### src/rtl/cfg_pkg.sv
package cfg_pkg;
  typedef enum logic [2:0] {
    ST_IDLE,
    ST_RD_GO,
    ST_RD_WAIT,
    ST_WR_CHK,
    ST_WR_WAIT,
    ST_FIN
  } ld_state_e;
endpackage

### src/rtl/cfg_dflt_gen.sv
module cfg_dflt_gen #(
  parameter int                NUM_BYTES = 64,
  parameter int                DATA_W    = 8,
  parameter int                REV_OFS   = 11,
  parameter logic [DATA_W-1:0] REV_VAL   = 1,
  parameter logic [DATA_W-1:0] SEED      = 'h5A,
  localparam int               AW        = $clog2(NUM_BYTES)
) (
  input  logic [AW-1:0]     addr_i,
  output logic [DATA_W-1:0] data_o
);
  function automatic logic [DATA_W-1:0] body(input int a);
    if (a == REV_OFS) return REV_VAL;
    return DATA_W'(a) ^ SEED;
  endfunction

  function automatic logic [DATA_W-1:0] total();
    logic [DATA_W-1:0] s;
    s = '0;
    for (int i = 0; i < NUM_BYTES - 1; i++) s = s + body(i);
    return s;
  endfunction

  localparam logic [DATA_W-1:0] CSUM = total();

  always_comb begin
    if (int'(addr_i) == NUM_BYTES - 1) data_o = CSUM;
    else                               data_o = body(int'(addr_i));
  end
endmodule

### src/rtl/cfg_bus_ctl.sv
module cfg_bus_ctl #(
  parameter int  AW      = 6,
  parameter int  DATA_W  = 8,
  parameter int  TIMEOUT = 16,
  localparam int CW      = $clog2(TIMEOUT + 1)
) (
  input  logic              clk_i,
  input  logic              rst_ni,
  input  logic              go_i,
  input  logic              we_i,
  input  logic [AW-1:0]     addr_i,
  input  logic [DATA_W-1:0] wdata_i,
  output logic              ok_o,
  output logic              tmo_o,
  output logic [DATA_W-1:0] rdata_o,
  output logic              mem_req_o,
  output logic              mem_we_o,
  output logic [AW-1:0]     mem_addr_o,
  output logic [DATA_W-1:0] mem_wdata_o,
  input  logic              mem_ack_i,
  input  logic [DATA_W-1:0] mem_rdata_i
);
  logic              req_q, we_q;
  logic [AW-1:0]     addr_q;
  logic [DATA_W-1:0] wdata_q;
  logic [CW-1:0]     cnt_q;
  logic              last_wait;

  assign last_wait = (cnt_q == CW'(TIMEOUT - 1));
  assign ok_o      = req_q & mem_ack_i;
  assign tmo_o     = req_q & ~mem_ack_i & last_wait;
  assign rdata_o   = mem_rdata_i;

  assign mem_req_o   = req_q;
  assign mem_we_o    = we_q;
  assign mem_addr_o  = addr_q;
  assign mem_wdata_o = wdata_q;

  always_ff @(posedge clk_i or negedge rst_ni) begin
    if (!rst_ni) begin
      req_q   <= 1'b0;
      we_q    <= 1'b0;
      addr_q  <= '0;
      wdata_q <= '0;
      cnt_q   <= '0;
    end else if (go_i && !req_q) begin
      req_q   <= 1'b1;
      we_q    <= we_i;
      addr_q  <= addr_i;
      wdata_q <= wdata_i;
      cnt_q   <= '0;
    end else if (ok_o || tmo_o) begin
      req_q <= 1'b0;
      cnt_q <= '0;
    end else if (req_q) begin
      cnt_q <= cnt_q + CW'(1);
    end
  end


  single_outstanding_chk: assert property (@(posedge clk_i) disable iff (!rst_ni)
    go_i |-> !req_q);

  req_hold_chk: assert property (@(posedge clk_i) disable iff (!rst_ni)
    (mem_req_o && !mem_ack_i && !last_wait) |=>
      (mem_req_o && $stable(mem_addr_o) && $stable(mem_we_o)));

  wait_bound_chk: assert property (@(posedge clk_i) disable iff (!rst_ni)
    cnt_q < CW'(TIMEOUT));

  tmo_drop_chk: assert property (@(posedge clk_i) disable iff (!rst_ni)
    tmo_o |=> !mem_req_o);
endmodule

### src/rtl/cfg_regfile.sv
module cfg_regfile #(
  parameter int  NUM_BYTES = 64,
  parameter int  DATA_W    = 8,
  parameter int  REV_OFS   = 11,
  localparam int AW        = $clog2(NUM_BYTES)
) (
  input  logic              clk_i,
  input  logic              rst_ni,
  input  logic              we_i,
  input  logic [AW-1:0]     waddr_i,
  input  logic [DATA_W-1:0] wdata_i,
  input  logic [AW-1:0]     raddr_a_i,
  output logic [DATA_W-1:0] rdata_a_o,
  input  logic [AW-1:0]     raddr_b_i,
  output logic [DATA_W-1:0] rdata_b_o,
  output logic [DATA_W-1:0] rev_o
);
  logic [NUM_BYTES*DATA_W-1:0] flat;

  for (genvar g = 0; g < NUM_BYTES; g++) begin : g_byte
    logic [DATA_W-1:0] byte_q;
    always_ff @(posedge clk_i or negedge rst_ni) begin
      if (!rst_ni)                                 byte_q <= '0;
      else if (we_i && (waddr_i == AW'(g)))        byte_q <= wdata_i;
    end
    assign flat[g*DATA_W +: DATA_W] = byte_q;
  end

  assign rdata_a_o = flat[raddr_a_i*DATA_W +: DATA_W];
  assign rdata_b_o = flat[raddr_b_i*DATA_W +: DATA_W];
  assign rev_o     = flat[REV_OFS*DATA_W +: DATA_W];
endmodule

### src/rtl/cfg_loader.sv
module cfg_loader
  import cfg_pkg::*;
#(
  parameter int                NUM_BYTES = 64,
  parameter int                DATA_W    = 8,
  parameter int                TIMEOUT   = 16,
  parameter int                REV_OFS   = 11,
  parameter logic [DATA_W-1:0] REV_VAL   = 1,
  parameter logic [DATA_W-1:0] SEED      = 'h5A,
  localparam int               AW        = $clog2(NUM_BYTES)
) (
  input  logic              clk_i,
  input  logic              rst_ni,
  input  logic              start_i,
  input  logic [AW-1:0]     rd_addr_i,
  output logic [DATA_W-1:0] rd_data_o,
  output logic              busy_o,
  output logic              done_o,
  output logic              cksum_ok_o,
  output logic              restored_o,
  output logic              error_o,
  output logic              bad_rev_o,
  output logic              mem_req_o,
  output logic              mem_we_o,
  output logic [AW-1:0]     mem_addr_o,
  output logic [DATA_W-1:0] mem_wdata_o,
  input  logic              mem_ack_i,
  input  logic [DATA_W-1:0] mem_rdata_i
);
  localparam logic [AW-1:0] LAST = AW'(NUM_BYTES - 1);

  ld_state_e         state_q;
  logic [AW-1:0]     addr_q;
  logic [DATA_W-1:0] sum_q;
  logic              restored_q, cksum_ok_q, error_q, bad_rev_q;

  logic              bus_go, bus_we, bus_ok, bus_tmo;
  logic [DATA_W-1:0] bus_rdata, dflt_byte, held_byte, rev_byte;
  logic              differs, rf_we;

  cfg_dflt_gen #(
    .NUM_BYTES(NUM_BYTES), .DATA_W(DATA_W), .REV_OFS(REV_OFS),
    .REV_VAL(REV_VAL), .SEED(SEED)
  ) u_dflt (
    .addr_i(addr_q),
    .data_o(dflt_byte)
  );

  cfg_regfile #(
    .NUM_BYTES(NUM_BYTES), .DATA_W(DATA_W), .REV_OFS(REV_OFS)
  ) u_rf (
    .clk_i    (clk_i),
    .rst_ni   (rst_ni),
    .we_i     (rf_we),
    .waddr_i  (addr_q),
    .wdata_i  (bus_rdata),
    .raddr_a_i(rd_addr_i),
    .rdata_a_o(rd_data_o),
    .raddr_b_i(addr_q),
    .rdata_b_o(held_byte),
    .rev_o    (rev_byte)
  );

  cfg_bus_ctl #(
    .AW(AW), .DATA_W(DATA_W), .TIMEOUT(TIMEOUT)
  ) u_bus (
    .clk_i      (clk_i),
    .rst_ni     (rst_ni),
    .go_i       (bus_go),
    .we_i       (bus_we),
    .addr_i     (addr_q),
    .wdata_i    (dflt_byte),
    .ok_o       (bus_ok),
    .tmo_o      (bus_tmo),
    .rdata_o    (bus_rdata),
    .mem_req_o  (mem_req_o),
    .mem_we_o   (mem_we_o),
    .mem_addr_o (mem_addr_o),
    .mem_wdata_o(mem_wdata_o),
    .mem_ack_i  (mem_ack_i),
    .mem_rdata_i(mem_rdata_i)
  );

  assign differs = (held_byte != dflt_byte);
  assign bus_we  = (state_q == ST_WR_CHK);
  assign bus_go  = (state_q == ST_RD_GO) || ((state_q == ST_WR_CHK) && differs);
  assign rf_we   = (state_q == ST_RD_WAIT) && bus_ok;

  always_ff @(posedge clk_i or negedge rst_ni) begin
    if (!rst_ni) begin
      state_q    <= ST_IDLE;
      addr_q     <= '0;
      sum_q      <= '0;
      restored_q <= 1'b0;
      cksum_ok_q <= 1'b0;
      error_q    <= 1'b0;
      bad_rev_q  <= 1'b0;
    end else begin
      unique case (state_q)
        ST_IDLE: if (start_i) begin
          addr_q     <= '0;
          sum_q      <= '0;
          restored_q <= 1'b0;
          cksum_ok_q <= 1'b0;
          error_q    <= 1'b0;
          bad_rev_q  <= 1'b0;
          state_q    <= ST_RD_GO;
        end
        ST_RD_GO: state_q <= ST_RD_WAIT;
        ST_RD_WAIT: begin
          if (bus_tmo) begin
            error_q <= 1'b1;
            state_q <= ST_FIN;
          end else if (bus_ok) begin
            if (addr_q != LAST) begin
              sum_q   <= sum_q + bus_rdata;
              addr_q  <= addr_q + AW'(1);
              state_q <= ST_RD_GO;
            end else if (sum_q == bus_rdata || restored_q) begin
              // final pass: checksum either matched or no retry remains
              cksum_ok_q <= (sum_q == bus_rdata);
              bad_rev_q  <= (rev_byte != REV_VAL);
              state_q    <= ST_FIN;
            end else begin
              addr_q  <= '0;
              state_q <= ST_WR_CHK;
            end
          end
        end
        ST_WR_CHK: begin
          if (differs) begin
            state_q <= ST_WR_WAIT;
          end else if (addr_q == LAST) begin
            addr_q     <= '0;
            sum_q      <= '0;
            restored_q <= 1'b1;
            state_q    <= ST_RD_GO;
          end else begin
            addr_q <= addr_q + AW'(1);
          end
        end
        ST_WR_WAIT: begin
          if (bus_tmo) begin
            error_q <= 1'b1;
            state_q <= ST_FIN;
          end else if (bus_ok) begin
            if (addr_q == LAST) begin
              addr_q     <= '0;
              sum_q      <= '0;
              restored_q <= 1'b1;
              state_q    <= ST_RD_GO;
            end else begin
              addr_q  <= addr_q + AW'(1);
              state_q <= ST_WR_CHK;
            end
          end
        end
        ST_FIN: state_q <= ST_IDLE;
        default: state_q <= ST_IDLE;
      endcase
    end
  end

  assign busy_o     = (state_q != ST_IDLE);
  assign done_o     = (state_q == ST_FIN);
  assign cksum_ok_o = cksum_ok_q;
  assign restored_o = restored_q;
  assign error_o    = error_q;
  assign bad_rev_o  = bad_rev_q;


  read_ascend_chk: assert property (@(posedge clk_i) disable iff (!rst_ni)
    (state_q == ST_RD_WAIT && bus_ok && addr_q != LAST) |=>
      (addr_q == $past(addr_q) + AW'(1)));

  write_differs_chk: assert property (@(posedge clk_i) disable iff (!rst_ni)
    (mem_req_o && mem_we_o) |-> (mem_wdata_o != held_byte));

  single_restore_chk: assert property (@(posedge clk_i) disable iff (!rst_ni)
    restored_q |-> !(state_q inside {ST_WR_CHK, ST_WR_WAIT}));

  err_excl_chk: assert property (@(posedge clk_i) disable iff (!rst_ni)
    error_o |-> !cksum_ok_o);

  done_pulse_chk: assert property (@(posedge clk_i) disable iff (!rst_ni)
    done_o |=> (!done_o && !busy_o));

  busy_hold_chk: assert property (@(posedge clk_i) disable iff (!rst_ni)
    (busy_o && !done_o) |=> busy_o);
endmodule

### config.mk
export PLATFORM = sky130hd
export DESIGN_NAME = cfg_loader
export DESIGN_NICKNAME = d
export VERILOG_FILES = /design/src/rtl/cfg_pkg.sv /design/src/rtl/cfg_dflt_gen.sv /design/src/rtl/cfg_bus_ctl.sv /design/src/rtl/cfg_regfile.sv /design/src/rtl/cfg_loader.sv
export SDC_FILE = /design/constraint.sdc
export NUM_CORES = 1
export LEC_CHECK = 0
export ABC_AREA = 0
export CORE_MARGIN = 1.5
export CORE_UTILIZATION = 30
export DETAILED_ROUTE_END_ITERATION = 7
export DONT_BUFFER_PORTS = 1
export PLACE_DENSITY = 0.51
export SLEW_MARGIN = 5
export SYNTH_ARGS = -nofsm -noshare
export SYNTH_HDL_FRONTEND = slang
export SYNTH_SLANG_ARGS = --single-unit
### constraint.sdc
create_clock -name clk_i -period 9.6 [get_ports clk_i]
set_clock_uncertainty 0.1 [all_clocks]
set_input_delay 1.92 -clock clk_i [delete_from_list [all_inputs] [get_ports clk_i]]
set_output_delay 1.92 -clock clk_i [all_outputs]
set_load 0.1 [all_outputs]
---- Yosys cells after proc, flatten, opt, wreduce, memory -nomap -nowiden ----
Cells that the tools add are included.
W data, S select, Z words.
word-level totals
  register bits after elaboration ......... 554
  logic and storage cells ................. 320
  output and inout port bits .............. 30
  input bits .............................. 18
cells by class
  add/subtract/negate cells ............... 3
  reduce and logical (&&, ||, !) cells .... 87
  mux-type cells .......................... 58
  bitwise logic cells ..................... 5
  eq/ne operators ......................... 89
  shifts and indexed selects .............. 2
operator list
  cell                   number
  $shiftx A512 B10 Y8    2
  $eq A6 B6 Y1 const B   32
  $eq A6 B5 Y1 const B   17
  $mux W8                11
  $logic_and A1 B1 Y1    67
  $mux W6                9
  $eq A6 B4 Y1 const B   8
  $pmux W8 S4            1
  $mux W3                9
  $eq A6 B3 Y1 const B   4
  $pmux W6 S4            1
  $mux W1                18
  $reduce_and A8 Y1      2
  $mux W5                3
  $pmux W3 S5            1
  $ne A2 B2 Y1 const B   7
  $eq A6 B1 Y1 const B   2
  $eq A6 B2 Y1 const B   2
  $reduce_bool A3 Y1     3
  $add A8 B8 Y8          1
  $eq A8 B8 Y1           1
  $ne A8 B1 Y1 const B   1
  $ne A8 B8 Y1           1
  $add A6 B1 Y6 const B  1
  26 further kinds       40

---- Longest topological paths before layout ----
Gate-level depths: netlist of run 1.
  word-level depth ........................ 10
  mapped depth ............................ 15
  depth with buffers taken out ............ 10

---- Modules after synthesis ----
From an unflattened synthesis of run 1, not the netlist that was laid out.
unflattened totals
  cells, all modules ...................... 2076
  area, all modules ....................... 30291.6 µm²
by module, submodules not included
  module        cells each  area each (µm²)  times used
  cfg_regfile   1804        27621.5          1
  cfg_loader    186         1612.8           1
  cfg_bus_ctl   69          969.7            1
  cfg_dflt_gen  17          87.6             1

---- Worst setup path before layout of run 1 ----
OpenSTA, ideal clock, no wires.
  path kind ............................... input port to output port
  from .................................... input rd_addr_i[0]
  to ...................................... output rd_data_o[3]
  stages on the path ...................... 5
  data required time ...................... 7580 ps
  path slack .............................. 2855 ps
  path buffers ............................ 2
  data arrival time ....................... 4725 ps
  cells stage by stage .................... clkbuf_1 buf_1 mux4_2 mux4_2 mux4_2
on the way
  cells in the longest elaborated chain, start to end .. 1
ends and longest elaborated chain
  item                 RTL line           text
  start: declaration   cfg_loader.sv:15   input logic [AW-1:0] rd_addr_i,
  $shiftx A512 B10 Y8  cfg_regfile.sv:29  assign rdata_a_o = flat[raddr_a_i*DATA_W +: DATA_W];
  end: declaration     cfg_loader.sv:16   output logic [DATA_W-1:0] rd_data_o,
No other way between the ends.

---- Worst setup path in the final report of run 1 ----
  from .................................... input rd_addr_i[0]
  to ...................................... output rd_data_o[2]
The elaborated chain is that of the path after synthesis.

==> reports/metrics.yaml, run 1 <==
cts:
  hold_buffers: 0
  clkTransAtPathRegs_ps: 60
  clockRootBuffer: "clkbuf_16"
  cts_buffers: 66
  postCtsSetupBuffers: 0
  clk_path_buf_depth: 3
  cts.sinks: 553
  cts_max_level: 3
  postCtsResizedCells: 0
  cts_tree: "yes"
  worstSkewPairLatency_ps: 620
route:
  wire_per_inst_um: 30.0
  post-route-drc-count: 0
  vias: 19700
  drt_iter0_drc: 1865
  met1_length_um: 43100
  drt-vias-per-instance: 5.78
  antenna_left: 0
  wl_met2_um: 48400
  wirelength_um: 102000
  top_layer: "met5"
  dr.pass1.iters: 7
  wl_met3_um: 6940
floorplanning:
  rows: 115
  die_w_um: 319
  die_area_mm2: 0.102
  core_mm2: 0.0989
  start_util: 0.304
  die_h_um: 319
  ioPinCount: 48
sta:
  rsz0062_at_grt: "false"
  final_max_slew_viol_count: 200
  max_freq_mhz: 155
  min_period_ps: 6450
  final_hold_viol_count: 0
  fin_crit_sh: 0.672
  worstMarginPinSlew_ps: 2060
  finalSetupViolCount: 0
  tns_ps: 0
  timing.slew.headroom: -0.374
power_and_ir_drop:
  power_frac_seq: 0.422
  p_per_area_mw_per_mm2: 191
  combPwrFrac: 0.188
  p_sw_frac: 0.311
  clkPwrFrac: 0.390
  p_int_mw: 4.42
  irDropWorstVdd_uv: 132
  p_leak_nw: 14.6
  power_switching_mw: 1.99
global_routing:
  track_usage: 0.200
  grt_max_degree: 554
  antenna_found_initial: 8
  grt_pass1_wl_um: 150000
  first_global_vias: 20400
  grt_overflow_total: 0
layout:
  drive_gt1_frac: 0.447
  fin_cells: 3415
  synthToLayoutAreaGrowth_pct: 12.1
  nets: 2110
synthesis:
  synth-edff-count: 0
  synth_fp_nets: 2138
  yosysWarnings: 0
  synth_area_leaders: "dfrtp_1, mux2_2, mux4_2"
  yosysMostFrequentCell: "dfrtp_1"
  postSynthCellCount: 2106
  synth_common_cells: "dfrtp_1, mux2_2, mux4_2, mux2i_1, nor2_1"
  ys.flop_type: "dfrtp_1"
  avgSynthCellArea_um2: 14.3
  synthDistinctLibCells: 73
  synth_top_cell_area_share: 0.461
  yosys_register_bits: 553
  yosys.area.top_type: "dfrtp_1"
  synth_area_mm2: 0.0300
  async_flop_share: 1.00
  ys_seq_area_frac: 0.461
outcome:
  outcome: "finished with violations"
  violations: "max-slew violations"
placed_design:
  gp_routability_congestion: 0.835
  place_inst: 3297
  dp_hpwl_um: 62400
  place.port_buffers: 0
critical_path:
  cp-end-kind: "output port"
  max_stage_delay_ps: 830
  crit_type: "in2out"
  crit_family: "multiplexers"
  crit_buf_inv: 0
  crit_arrival_ps: 4430
  path_max_fanout: 128
  cp.required_ps: 7580
  path_cells: "mux4_2, mux4_2, mux4_2"
  cp_common_cell: "mux4_2"
  cp_slowest_cell: "mux4_2"
  setup.worst_path.start_class: "input pin"
min_path:
  hold_class: "reg2reg"
flow_run:
  maxCapViolCount: 0
final timing paths:
kind                              start                         to  slack (ps)  cells after the start
setup reg to reg              addr_q[0]        u_bus.mem_addr_o[5]        4010                     11
max in group asynchronous        rst_ni  u_rf.g_byte[39].byte_q[2]        6860                      0
hold / removal                 sum_q[0]                   sum_q[0]         410                      1
hold reg to reg                sum_q[0]                   sum_q[0]         410                      1
min in group asynchronous        rst_ni                 state_q[2]         930                      0
setup / recovery           rd_addr_i[0]               rd_data_o[2]        3150                      3
layout by cell type, fill, tap and decap left out, types with 9 or more instances in the layout:
master | Yosys | layout
a211oi_1 | 9 | 9
a21oi_1 | 31 | 31
a221oi_1 | 10 | 10
a22o_1 | 12 | 12
a22oi_1 | 46 | 46
and3_1 | 11 | 11
buf_4 | 10 | 68
clkbuf_1 | 97 | 18
clkbuf_16 | 0 | 66
clkbuf_8 | 0 | 16
clkinv_2 | 0 | 9
dfrtp_1 | 553 | 550
ha_1 | 13 | 13
inv_1 | 15 | 14
mux2_1 | 9 | 9
mux2_2 | 519 | 519
mux2i_1 | 141 | 141
mux4_2 | 232 | 232
nand2_1 | 57 | 57
nand3_1 | 27 | 27
nor2_1 | 103 | 88
nor2_2 | 0 | 14
o21ai_0 | 21 | 21
cell families after synthesis:
family | after synthesis | share of synthesized area
AOI/OAI and AO/OA | 197 | 0.0477
adders and majority gates | 14 | 0.00608
xor gates and xnor gates | 9 | 0.00262
buffers and inverters | 182 | 0.0260
muxes | 901 | 0.419
and+or+nand+nor | 249 | 0.0379
DFF | 553 | 0.461
other | 1 | 0.000125
registers in the layout, indices dropped and copies added (netlist names):
signal              cells
u_bus.mem_addr_o        6
u_bus.cnt_q             5
u_bus.mem_req_o         1
u_rf.g_byte.byte_q    504
state_q                 3
cksum_ok_o              1
u_rf.rev_o              8
error_o                 1
bad_rev_o               1
u_bus.mem_we_o          1
addr_q                  6
sum_q                   8
restored_o              1
u_bus.mem_wdata_o       7
power by group through the flow:
stage	Combinational [mW]	Sequential, mW	Clock, mW
after floorplan	0.957	2.67	0
after global placement	1.19	2.74	0
after detailed placement	1.20	2.74	0
after CTS	1.20	2.70	2.55
after global routing	1.28	2.72	2.66
final	1.21	2.70	2.50
worst reg2reg max path, delay by kind of cell, from the launching register on:
| family | cells | cell delay [ps] |
|---|---|---|
| multiplexers | 1 | 420 |
| flip-flops | 1 | 780 |
| AO/OA/AOI/OAI | 7 | 2420 |
| buffers and inverters | 2 | 710 |
| AND/OR/NAND/NOR | 1 | 1040 |
cell type report:
type	count	area, um^2
Clock buffer	100	1940
Sequential cell	553	13800
Tap cell	1287	1610
Timing Repair Buffer	70	551
Inverter	16	60.1
Antenna cell	1	2.50
Multi-Input combinational cell	1371	15500
Clock inverter	17	176
Fill cell	9480	65200
through the flow:
step / power, mW / worst slack [ps] / cell area [um^2] / hold WS (ps) / utilization
3_5_place_dp: 3.94 / 3610 / 31500 / 401 / 0.319
4_1_cts: 6.46 / 3570 / 33700 / 414 / 0.341
5_1_grt: 6.66 / 3280 / 33700 / 436 / 0.341
2_1_floorplan: 3.63 / 2860 / 30000 / 377 / -
3_3_place_gp: 3.93 / 3600 / 31500 / 394 / 0.319
6_report: 6.41 / 3150 / 33700 / 412 / 0.341
metal layers:
metal / vias up / global-route usage
li1: 8071 / -
met1: 10700 / 0.266
met2: 777 / 0.322
met3: 195 / 0.0392
met4: 2 / 0.0792
met5: - / 0
(Power assumes the default switching activity.)
==> run 2: changes to the inputs <==
--- a/config.mk
+++ b/config.mk
@@ -10,7 +10,7 @@
 export CORE_UTILIZATION = 30
 export DETAILED_ROUTE_END_ITERATION = 7
 export DONT_BUFFER_PORTS = 1
-export PLACE_DENSITY = 0.51
+export PLACE_DENSITY = 0.52
 export SLEW_MARGIN = 5
 export SYNTH_ARGS = -nofsm -noshare
 export SYNTH_HDL_FRONTEND = slang
==> constraint.sdc (replaced) <==
create_clock -name clk_i -period 5.6 [get_ports clk_i]
set_clock_uncertainty 0.1 [all_clocks]
set_input_delay 1.12 -clock clk_i [delete_from_list [all_inputs] [get_ports clk_i]]
set_output_delay 1.12 -clock clk_i [all_outputs]
set_load 0.1 [all_outputs]
==> run 2 against run 1 <==
Effect of this change:
- the run still ends with max-slew violations left
- first-iteration DRC count fell by 2.4%
- register-to-register slack got worse by 3200 ps
- power up 73%
- non-clock buffer count grew 14
- die area unchanged
- flip-flop and latch count is the same
- critical path type is now reg2reg
- worst setup slack worse by 2400 ps
- highest routed layer is now met4
==> reports/metrics.yaml, run 2 (synthesized netlist as in run 1, its figures left out) <==
floorplanning:
  die_area_mm2: 0.102  # unchanged
  core_mm2: 0.0989  # unchanged
  rows: 115  # unchanged
  start_util: 0.304  # unchanged
  die_w_um: 319  # unchanged
  die_h_um: 319  # unchanged
  ioPinCount: 48  # unchanged
route:
  wire_per_inst_um: 29.4  # was 30.0 um
  post-route-drc-count: 0  # unchanged
  drt_iter0_drc: 1820  # was 1,865
  drt-vias-per-instance: 5.75  # was 5.78
  antenna_left: 0  # unchanged
  wirelength_um: 101000  # was 102,000 um
  vias: 19700  # about the same
  dr.pass1.iters: 5  # was 7
placed_design:
  preCtsSetupSlack_ps: 792  # was 3610 ps
  dp_hpwl_um: 65000  # was 62,400 um
  place.port_buffers: 0  # unchanged
  gp_routability_congestion: 0.890  # was 0.835
layout:
  final_common_cell: "dfrtp_1"  # unchanged
  largest_register: "u_rf.g_byte.byte_q"  # unchanged
  largest_reg_flops: 504  # unchanged
  layout_common_cells: "dfrtp_1, mux2_2, mux4_2, mux2i_1, nor2_1"  # unchanged
  synthToLayoutAreaGrowth_pct: 12.5  # was 12.1%
  nets: 2124  # was 2,110
  drive_gt1_frac: 0.447  # about the same
cts:
  clk_path_buf_depth: 3  # unchanged
  cts_buffers: 66  # unchanged
  cts.sinks: 553  # unchanged
  clockRootBuffer: "clkbuf_16"  # unchanged
  cts_max_level: 3  # unchanged
  postCtsSetupBuffers: 0  # unchanged
  postCtsResizedCells: 0  # unchanged
  clkTransAtPathRegs_ps: 60  # about the same
  hold_buffers: 0  # unchanged
  cts_tree: "yes"  # unchanged
  worstSkewPairLatency_ps: 630  # was 620 ps
sta:
  fin_crit_sh: 0.859
  worst_slack_ps: 791  # was 3150 ps
  finalSetupViolCount: 0  # unchanged
  max_freq_mhz: 208
  rsz0062_at_grt: "false"  # unchanged
  tns_ps: 0  # unchanged
  timing.slew.headroom: -1.47  # was -0.374
  worstMarginPinSlew_ps: 3700  # was 2060 ps
  final_hold_viol_count: 0  # unchanged
  min_period_ps: 4810
  final_max_slew_viol_count: 473  # was 200
critical_path:
  cp.required_ps: 6010  # was 7580 ps
  path_max_fanout: 23  # was 128
  crit_type: "reg2reg"  # was in2out
  cp_slowest_cell: "a2111oi_0"  # was mux4_2
  max_stage_delay_ps: 830  # about the same
  crit_arrival_ps: 5210  # was 4430 ps
  path_cells: "buf_4, mux4_2, and2_0, a2111oi_0, a311o_1, a211oi_1, nand3_1, a2111oi_4, a21oi_2, mux2_2"  # was mux4_2, mux4_2, mux4_2
  setup.worst_path.start_class: "flip-flop"  # was input pin
  cp-end-kind: "flip-flop"  # was output port
global_routing:
  grt_pass1_wl_um: 149000  # was 150,000 um
  grt_overflow_total: 0  # unchanged
  first_global_vias: 20700  # was 20,400
  antenna_found_initial: 1  # was 8
  grt_max_degree: 554  # unchanged
  track_usage: 0.197  # was 0.200
power_and_ir_drop:
  combPwrFrac: 0.197  # was 0.188
  power_switching_mw: 3.47  # was 1.99 mW
  p_leak_nw: 14.7  # was 14.6 nW
  power_frac_seq: 0.418  # was 0.422
  p_int_mw: 7.62  # was 4.42 mW
  clkPwrFrac: 0.385  # was 0.390
  p_per_area_mw_per_mm2: 328  # was 191 mW/mm^2
  p_sw_frac: 0.313  # was 0.311
  irDropWorstVdd_uv: 235  # was 132 uV
  finalPower_mw: 11.1  # was 6.41 mW
min_path:
  hold_class: "in2async"  # was reg2reg
outcome:
  outcome: "finished with violations"  # unchanged
  violations: "max-slew violations"  # unchanged
flow_run:
  maxCapViolCount: 0  # unchanged
run 2: worst max-delay path: cells and delay by family, from the launching register on:
kind	cells	cell delay, ps
AND/OR/NAND/NOR	2	330
buffers and inverters	1	480
multiplexers	2	990
flip-flops	1	770
AO/OA/AOI/OAI	5	1980
run 2: path summary, 6_finish.rpt:
| path | startpoint | endpoint | slack (ps) | cells after the start |
|---|---|---|---|---|
| worst max register to register | addr_q[0] | u_bus.mem_addr_o[5] | 790 | 10 |
| worst max-delay path | addr_q[0] | u_bus.mem_addr_o[5] | 790 | 10 |
| min in group clk_i | sum_q[5] | sum_q[5] | 420 | 1 |
| max in group asynchronous | rst_ni | u_rf.g_byte[28].byte_q[0] | 2390 | 0 |
| worst min-delay path | rst_ni | u_bus.mem_addr_o[3] | 190 | 0 |
| worst min register to register | sum_q[5] | sum_q[5] | 420 | 1 |
run 2: cell type report:
| type | count | area [um^2] |
|---|---|---|
| antenna | 1 | 2.50 |
| clock buffer | 93 | 1900 |
| clock inverter | 26 | 231 |
| fill | 9480 | 65100 |
| inverter | 16 | 60.1 |
| multi-input combinational | 1371 | 15400 |
| sequential | 553 | 13800 |
| tap | 1287 | 1610 |
| timing repair buffer | 84 | 693 |
run 2: stage by stage:
stage | instances | util | hold slack, ps | cell area [um^2]
2_1_floorplan | 2106 | - | 377 | 30000
3_3_place_gp | 3311 | 0.320 | 395 | 31700
3_5_place_dp | 3311 | 0.320 | 399 | 31700
4_1_cts | 3430 | 0.342 | 161 | 33800
5_1_grt | 3430 | 0.342 | 164 | 33800
6_report | 3431 | 0.342 | 194 | 33800
run 2: power groups by stage:
stage,clock network [mW],registers (mW),logic (mW)
finish,4.27,4.64,2.18
floorplan,0,4.58,1.64
CTS,4.39,4.64,2.16
global route,4.55,4.67,2.30
detailed placement,0,4.71,2.15
global placement,0,4.69,2.13
run 2: per-layer routing:
| layer | vias up | wire [um] | track usage |
|---|---|---|---|
| met5 | - | 0 | 0 |
| met4 | 0 | 3900 | 0.0768 |
| met3 | 202 | 6540 | 0.0425 |
| met2 | 695 | 47300 | 0.313 |
| met1 | 10800 | 43000 | 0.264 |
| li1 | 8083 | - | - |
